==> src/rtl/trap_pkg.sv <==
package trap_pkg;

   typedef enum logic [1:0] {
      TK_SOFT   = 2'b00,
      TK_EMU    = 2'b01,
      TK_RETURN = 2'b10,
      TK_NONE   = 2'b11
   } trap_kind_e;

   typedef enum logic [2:0] {
      ST_IDLE    = 3'd0,
      ST_PUSH_PS = 3'd1,
      ST_PUSH_PC = 3'd2,
      ST_VEC     = 3'd3,
      ST_POP_PC  = 3'd4,
      ST_POP_PS  = 3'd5,
      ST_FIN     = 3'd6
   } trap_state_e;

   localparam int unsigned WORD_BYTES = 4;

endpackage

==> src/rtl/trap_vec_addr.sv <==
// Handler table address: counts down from the top of the table for numbered
// traps, fixed slot for the emulator trap.
module trap_vec_addr
   import trap_pkg::*;
#(
   parameter int unsigned XLEN    = 32,
   parameter int unsigned VNUM_W  = 8,
   parameter int unsigned VEC_TOP = 'h3FC,
   parameter int unsigned EMU_VEC = 'h3D8
) (
   input  logic [XLEN-1:0]   tbr,
   input  logic [VNUM_W-1:0] num,
   input  trap_kind_e        kind,
   output logic [XLEN-1:0]   addr
);
   localparam logic [XLEN-1:0] TOP_OFS = XLEN'(VEC_TOP);
   localparam logic [XLEN-1:0] EMU_OFS = XLEN'(EMU_VEC);

   logic [XLEN-1:0] slot_ofs;
   logic [XLEN-1:0] num_bytes;

   always_comb begin
      num_bytes = XLEN'({num, 2'b00});
      slot_ofs  = TOP_OFS - num_bytes;
      if (kind == TK_EMU) begin
         addr = tbr + EMU_OFS;
      end else begin
         addr = tbr + slot_ofs;
      end
   end

endmodule

==> src/rtl/trap_ps_mask.sv <==
// Status-word flag clearing on trap entry; the mask is built bit by bit.
module trap_ps_mask
   import trap_pkg::*;
#(
   parameter int unsigned XLEN  = 32,
   parameter int unsigned S_BIT = 5,
   parameter int unsigned I_BIT = 4
) (
   input  logic [XLEN-1:0] ps_in,
   input  trap_kind_e      kind,
   output logic [XLEN-1:0] ps_out
);
   logic            clear_i;
   logic [XLEN-1:0] clr_mask;

   assign clear_i = (kind == TK_SOFT);

   for (genvar b = 0; b < XLEN; b++) begin : g_mask
      if (b == S_BIT) begin : g_s
         assign clr_mask[b] = 1'b1;
      end else if (b == I_BIT) begin : g_i
         assign clr_mask[b] = clear_i;
      end else begin : g_keep
         assign clr_mask[b] = 1'b0;
      end
   end

   assign ps_out = ps_in & ~clr_mask;

endmodule

==> src/rtl/trap_bus_mux.sv <==
// Selects the address, direction and write data of the current access.
module trap_bus_mux
   import trap_pkg::*;
#(
   parameter int unsigned XLEN    = 32,
   parameter int unsigned PC_STEP = 2
) (
   input  trap_state_e     state,
   input  logic [XLEN-1:0] ssp,
   input  logic [XLEN-1:0] ps,
   input  logic [XLEN-1:0] pc,
   input  logic [XLEN-1:0] vec_addr,
   output logic            req,
   output logic            we,
   output logic [XLEN-1:0] addr,
   output logic [XLEN-1:0] wdata
);
   localparam logic [XLEN-1:0] WSTEP = XLEN'(WORD_BYTES);
   localparam logic [XLEN-1:0] PSTEP = XLEN'(PC_STEP);

   always_comb begin
      req   = 1'b0;
      we    = 1'b0;
      addr  = '0;
      wdata = '0;
      unique case (state)
         ST_PUSH_PS: begin
            req   = 1'b1;
            we    = 1'b1;
            addr  = ssp - WSTEP;
            wdata = ps;
         end
         ST_PUSH_PC: begin
            req   = 1'b1;
            we    = 1'b1;
            addr  = ssp - WSTEP;
            wdata = pc + PSTEP;
         end
         ST_VEC: begin
            req  = 1'b1;
            addr = vec_addr;
         end
         ST_POP_PC, ST_POP_PS: begin
            req  = 1'b1;
            addr = ssp;
         end
         default: begin
            req = 1'b0;
         end
      endcase
   end

endmodule

==> src/rtl/trap_seq.sv <==
module trap_seq
   import trap_pkg::*;
#(
   parameter int unsigned XLEN    = 32,
   parameter int unsigned VNUM_W  = 8,
   parameter int unsigned PC_STEP = 2,
   parameter int unsigned S_BIT   = 5,
   parameter int unsigned I_BIT   = 4,
   parameter int unsigned VEC_TOP = 'h3FC,
   parameter int unsigned EMU_VEC = 'h3D8
) (
   input  logic              clk,
   input  logic              rst_n,
   input  logic              start_i,
   input  logic [1:0]        op_i,
   input  logic [VNUM_W-1:0] num_i,
   input  logic [XLEN-1:0]   pc_i,
   input  logic [XLEN-1:0]   ps_i,
   input  logic [XLEN-1:0]   ssp_i,
   input  logic [XLEN-1:0]   tbr_i,
   output logic              mem_req_o,
   output logic              mem_we_o,
   output logic [XLEN-1:0]   mem_addr_o,
   output logic [XLEN-1:0]   mem_wdata_o,
   input  logic [XLEN-1:0]   mem_rdata_i,
   input  logic              mem_ack_i,
   output logic              busy_o,
   output logic              done_o,
   output logic [XLEN-1:0]   pc_o,
   output logic [XLEN-1:0]   ps_o,
   output logic [XLEN-1:0]   ssp_o
);
   localparam logic [XLEN-1:0] WSTEP = XLEN'(WORD_BYTES);

   // elaboration-time parameter checks
   if (XLEN < 16) begin : g_bad_xlen
      $error("trap_seq: XLEN must be at least 16");
   end
   if (S_BIT == I_BIT || S_BIT >= XLEN || I_BIT >= XLEN) begin : g_bad_bits
      $error("trap_seq: flag bit positions invalid");
   end
   if ((VEC_TOP % WORD_BYTES) != 0 || (EMU_VEC % WORD_BYTES) != 0) begin : g_bad_align
      $error("trap_seq: table offsets must be word aligned");
   end
   if (VEC_TOP < WORD_BYTES * ((1 << VNUM_W) - 1)) begin : g_bad_top
      $error("trap_seq: table top too low for the number range");
   end

   trap_state_e       state_q;
   trap_kind_e        kind_q;
   logic [XLEN-1:0]   ssp_q;
   logic [XLEN-1:0]   ps_q;
   logic [XLEN-1:0]   pc_q;
   logic [XLEN-1:0]   tbr_q;
   logic [VNUM_W-1:0] num_q;

   logic [XLEN-1:0]   vec_addr;
   logic [XLEN-1:0]   ps_cleared;
   logic              accept;
   logic              acked;

   trap_vec_addr #(
      .XLEN    (XLEN),
      .VNUM_W  (VNUM_W),
      .VEC_TOP (VEC_TOP),
      .EMU_VEC (EMU_VEC)
   ) u_vec (
      .tbr  (tbr_q),
      .num  (num_q),
      .kind (kind_q),
      .addr (vec_addr)
   );

   trap_ps_mask #(
      .XLEN  (XLEN),
      .S_BIT (S_BIT),
      .I_BIT (I_BIT)
   ) u_mask (
      .ps_in  (ps_q),
      .kind   (kind_q),
      .ps_out (ps_cleared)
   );

   trap_bus_mux #(
      .XLEN    (XLEN),
      .PC_STEP (PC_STEP)
   ) u_bus (
      .state    (state_q),
      .ssp      (ssp_q),
      .ps       (ps_q),
      .pc       (pc_q),
      .vec_addr (vec_addr),
      .req      (mem_req_o),
      .we       (mem_we_o),
      .addr     (mem_addr_o),
      .wdata    (mem_wdata_o)
   );

   assign accept = start_i && (state_q == ST_IDLE) && (op_i != TK_NONE);
   assign acked  = mem_req_o && mem_ack_i;

   always_ff @(posedge clk or negedge rst_n) begin
      if (!rst_n) begin
         state_q <= ST_IDLE;
         kind_q  <= TK_NONE;
         ssp_q   <= '0;
         ps_q    <= '0;
         pc_q    <= '0;
         tbr_q   <= '0;
         num_q   <= '0;
      end else begin
         unique case (state_q)
            ST_IDLE: begin
               if (accept) begin
                  kind_q  <= trap_kind_e'(op_i);
                  ssp_q   <= ssp_i;
                  ps_q    <= ps_i;
                  pc_q    <= pc_i;
                  tbr_q   <= tbr_i;
                  num_q   <= num_i;
                  state_q <= (op_i == TK_RETURN) ? ST_POP_PC : ST_PUSH_PS;
               end
            end
            ST_PUSH_PS: begin
               if (acked) begin
                  ssp_q   <= ssp_q - WSTEP;
                  state_q <= ST_PUSH_PC;
               end
            end
            ST_PUSH_PC: begin
               if (acked) begin
                  ssp_q   <= ssp_q - WSTEP;
                  ps_q    <= ps_cleared;
                  state_q <= ST_VEC;
               end
            end
            ST_VEC: begin
               if (acked) begin
                  pc_q    <= mem_rdata_i;
                  state_q <= ST_FIN;
               end
            end
            ST_POP_PC: begin
               if (acked) begin
                  pc_q    <= mem_rdata_i;
                  ssp_q   <= ssp_q + WSTEP;
                  state_q <= ST_POP_PS;
               end
            end
            ST_POP_PS: begin
               if (acked) begin
                  ps_q    <= mem_rdata_i;
                  ssp_q   <= ssp_q + WSTEP;
                  state_q <= ST_FIN;
               end
            end
            ST_FIN: begin
               state_q <= ST_IDLE;
            end
            default: begin
               state_q <= ST_IDLE;
            end
         endcase
      end
   end

   assign busy_o = (state_q != ST_IDLE);
   assign done_o = (state_q == ST_FIN);
   assign pc_o   = pc_q;
   assign ps_o   = ps_q;
   assign ssp_o  = ssp_q;

   // a pending access keeps all its attributes until acknowledged
   p_req_hold_r6: assert property (@(posedge clk) disable iff (!rst_n)
      (mem_req_o && !mem_ack_i) |=> (mem_req_o && $stable(mem_addr_o)
                                     && $stable(mem_we_o) && $stable(mem_wdata_o)));

   // done is a single-cycle pulse inside the busy window
   p_done_pulse_r7: assert property (@(posedge clk) disable iff (!rst_n)
      done_o |=> !done_o);
   p_done_busy_r7: assert property (@(posedge clk) disable iff (!rst_n)
      done_o |-> busy_o);

   // busy only ends through done, so a start mid-operation cannot restart it
   p_busy_keeps_r8: assert property (@(posedge clk) disable iff (!rst_n)
      (busy_o && !done_o) |=> busy_o);

   // each acknowledged push moves the stack pointer down one word
   p_push_step_r5: assert property (@(posedge clk) disable iff (!rst_n)
      (mem_req_o && mem_ack_i && mem_we_o) |=> (ssp_o == $past(ssp_o) - WSTEP));

   // each acknowledged pop moves the stack pointer up one word
   p_pop_step_r5: assert property (@(posedge clk) disable iff (!rst_n)
      (mem_req_o && mem_ack_i && !mem_we_o && kind_q == TK_RETURN)
      |=> (ssp_o == $past(ssp_o) + WSTEP));

   // a return never writes; idle never requests
   p_return_reads_r9: assert property (@(posedge clk) disable iff (!rst_n)
      (mem_req_o && kind_q == TK_RETURN) |-> !mem_we_o);
   p_idle_quiet_r9: assert property (@(posedge clk) disable iff (!rst_n)
      !busy_o |-> !mem_req_o);

   // a numbered trap finishes with S and I clear
   p_soft_flags_r2: assert property (@(posedge clk) disable iff (!rst_n)
      (done_o && kind_q == TK_SOFT) |-> (!ps_o[S_BIT] && !ps_o[I_BIT]));

   // an emulator trap finishes with S clear
   p_emu_flag_r3: assert property (@(posedge clk) disable iff (!rst_n)
      (done_o && kind_q == TK_EMU) |-> !ps_o[S_BIT]);

   // an op of 11 from idle leaves the block idle
   p_none_ignored_r10: assert property (@(posedge clk) disable iff (!rst_n)
      (!busy_o && start_i && op_i == 2'b11) |=> !busy_o);

endmodule

==> config.mk <==
export PLATFORM = sky130hd
export DESIGN_NAME = trap_seq
export DESIGN_NICKNAME = d
export VERILOG_FILES = /design/src/rtl/trap_pkg.sv /design/src/rtl/trap_vec_addr.sv /design/src/rtl/trap_ps_mask.sv /design/src/rtl/trap_bus_mux.sv /design/src/rtl/trap_seq.sv
export SDC_FILE = /design/constraint.sdc
export NUM_CORES = 1
export LEC_CHECK = 0
export ABC_AREA = 1
export ABC_CLOCK_PERIOD_IN_PS = 5750
export BUFFER_PORTS_ARGS = -buffer_cell sky130_fd_sc_hd__buf_2
export CELL_PAD_IN_SITES_DETAIL_PLACEMENT = 0
export CELL_PAD_IN_SITES_GLOBAL_PLACEMENT = 1
export CORE_AREA = 2 2 174 176
export DETAILED_ROUTE_END_ITERATION = 6
export DIE_AREA = 0 0 176 178
export PLACE_DENSITY_LB_ADDON = 0.1
export SYNTH_ARGS = -nofsm -noshare
export SYNTH_HDL_FRONTEND = slang
export SYNTH_SLANG_ARGS = --single-unit
export TNS_END_PERCENT = 100
==> constraint.sdc <==
create_clock -name clk -period 5.75 [get_ports clk]
set_clock_uncertainty 0.2 [all_clocks]
set_input_delay 1.725 -clock clk [delete_from_list [all_inputs] [get_ports clk]]
set_output_delay 1.725 -clock clk [all_outputs]
set_load 0.02 [all_outputs]
==> flow_metrics.py <==
metrics = {
    "worst_setup_path": {
        "r2r-end": "pc_o[17]",
        "worstPathRequired_ps": 3830,
        "path_buf_inv": 3,
        "cp_cell_sequence": "inv_1, ha_1, nand2_1, nor2_1, nand2_1, o21ai_0, nand3_1, o21ai_0, inv_1, nand2_1, buf_2",
        "cp_top_family": "simple AND/OR/NAND/NOR gates",
        "crit-reg2reg-launch": "state_q[1]",
        "max_stage_delay_ps": 450,
        "r2r_slack_ps": 2430,
        "cp-end-kind": "output pin",
        "critPathLaunchType": "register",
        "crit_top_cell": "nand2_1",
        "arrival_ps": 3060,
        "critPathKind": "reg2out",
        "worstPathMaxFanout": 7,
        "critPathSlowestCell": "dfrtp_1",
        "rr_worst_depth": 8,
    },
    "synthesis": {
        "synth_seq_area_share_pct": 31.1,
        "synth_edf_count": 0,
        "netlist-cell-type-count": 48,
        "synth_area_sq_um": 11400,
        "synth_nets": 2045,
        "yosys_warnings": 0,
        "netlist_instances": 1858,
        "synth_top_area_share_pct": 30.6,
        "synth_seq_cells": 141,
        "avgSynthCellArea_sq_um": 6.12,
        "synth_area_leaders": "dfrtp_1 (31%), nand2_1 (19%), nand3_1 (10%), nor2_1 (8.9%), inv_1 (5.9%)",
        "synth-async-reset-ratio_pct": 100,
        "yosysMostFrequentCell": "nand2_1",
        "ys.flop_type": "dfrtp_1",
        "yosysTopAreaCell": "dfrtp_1",
        "synthTopCellsByCount": "nand2_1 (582), nor2_1 (268), nand3_1 (231)",
    },
    "final_layout": {
        "fill_cells": 3242,
        "area_growth_pct": 23.0,
        "drive_gt1_share_pct": 19.7,
        "multi_input_area_sq_um": 6790,
        "final_nets": 2345,
        "register_area_sq_um": 3530,
    },
    "clock_network": {
        "cts_made_buffers": 17,
        "root_buffer": "clkbuf_16",
        "ctsResizeCount": 0,
        "cts_sinks": 141,
        "ctsLongestPathBuffers": 2,
        "post_cts_buffers": 0,
        "cts_tree": "yes",
        "ctsHoldBuffers": 0,
        "h-tree-depth": 4,
        "clkLatencyLatePin_ps": 450,
        "clk_pin_slew_ps": 70,
    },
    "die": {
        "die-area_sq_um": 31300,
        "core_area_sq_um": 29400,
        "initial_utilization_pct": 38.6,
        "rows": 63,
        "die_w_um": 176,
        "ioPinCount": 338,
        "die_h_um": 178,
    },
    "drt": {
        "ant_nets": 0,
        "vias": 13897,
        "wl_mm": 51.0,
        "avgRoutedWirePerCell_um": 19.9,
        "firstDrtPassIters": 7,
        "routed_via_density": 5.42,
        "route.detailed.drc": 0,
        "drt-initial-drc-count": 1045,
    },
    "place": {
        "io_buffers": 337,
        "dp_slack_ps": 1340,
        "gp_congestion": 0.983,
        "post-dp-hpwl_mm": 40.0,
    },
    "sta": {
        "finalWorstSetupSlack_ps": 763,
        "hold_violations": 0,
        "setup_viol": 0,
        "relSlewSlack_pct": 41.1,
        "rsz0062_at_grt": "false",
        "slew_violations": 0,
        "final.setup.tns_ps": 0,
        "period_minus_slack_ps": 4990,
        "fin_crit_sh_pct": 86.7,
        "fmax_mhz": 201,
        "worstMarginPinSlew_ps": 884,
    },
    "global_route": {
        "grt_util_met3_pct": 5.01,
        "grt_use_total_pct": 32.2,
        "grt.busiest_layer": "met2",
        "grt_overflow": 0,
        "antenna_found_initial": 2,
        "grt_pass1_wl_mm": 76.5,
        "grt_util_met1_pct": 40.7,
        "grt_pass1_vias": 13100,
        "grt_max_degree": 73,
        "grtUsageMet2_pct": 55.3,
    },
    "run": {
        "maxCapViolations": 0,
    },
    "power": {
        "ir_drop_mv": 0.314,
        "power.density_nw_per_um2": 709,
        "p_leak_nw": 7.07,
    },
    "worst_hold_path": {
        "hold_path.class": "reg2reg",
        "worstHoldPathCells": 1,
        "hold_end": "tbr_q[1]",
        "min-delay-start": "tbr_q[1]",
    },
    "status": {
        "run_status": "finished, final reports clean",
    },
}
-- per-stage QoR --
stage	cells	instance area, sq um	total power, mW	util, %	hold slack, ps
6_report	2562	14000	9.91	47.5	308
5_1_grt	2562	14000	10.6	47.5	339
4_1_cts	2561	14000	9.88	47.5	308
3_5_place_dp	2529	13300	8.60	45.4	293
3_3_place_gp	2529	13300	8.58	45.4	292
2_1_floorplan	1858	11400	6.30	-	273
-- where the power goes --
part / switching [mW] / internal [mW]
sequential: 0.744 / 1.50
clock: 0.522 / 0.735
combinational: 4.53 / 1.88
total: 5.79 / 4.11
-- worst max-delay path by stage --
stage	depth (start not counted)	startpoint	slack, ps	to
finish	11	ssp_o[2]	760	mem_addr_o[26]
global route	11	ssp_o[2]	580	mem_addr_o[26]
CTS	11	ssp_o[2]	810	mem_addr_o[26]
detailed placement	11	ssp_o[2]	1340	mem_addr_o[26]
global placement	11	ssp_o[2]	1430	mem_addr_o[26]
floorplan	8	pc_o[3]	1890	mem_wdata_o[18]
-- flip-flops by register name, summed over array words and instances, names as in the netlist --
signal / count
ps_o: 32
state_q: 3
ssp_o: 32
kind_q: 2
pc_o: 32
num_q: 8
tbr_q: 32
-- cell type report --
cell class	instances	area share (%)
multi-input cells	1460	48.6
flip-flops and latches	141	25.3
repair buffers	353	13.1
inverters	185	4.99
well taps	390	3.49
clock buffers	17	3.04
clock inverters	15	1.50
diodes	1	0.0179
-- routing by layer --
| metal | vias to the layer above | share of wire, % |
|---|---|---|
| met5 | - | 0.026 |
| met4 | 2 | 3.6 |
| met3 | 88 | 6.6 |
| met2 | 590 | 48 |
| met1 | 6527 | 42 |
| li1 | 6690 | - |
-- cell families after synthesis --
family,share of synthesized area [%]
AOI/OAI and AO/OA,13.2
xor gates and xnor gates,0.617
adders and majority gates,1.50
buffers and inverters,9.13
DFF,31.1
muxes,1.08
and+or+nand+nor,43.4
-- cell usage in the layout (no fill, tap or decap), types with 33 or more instances in the layout --
| master | n |
|---|---|
| nor3_1 | 33 |
| inv_1 | 179 |
| nand3_1 | 231 |
| a31oi_1 | 65 |
| a21oi_1 | 54 |
| nor2_1 | 268 |
| buf_2 | 336 |
| o21ai_0 | 81 |
| nand2_1 | 582 |
| dfrtp_1 | 139 |
Note: power is estimated with default switching activity, not from simulation.
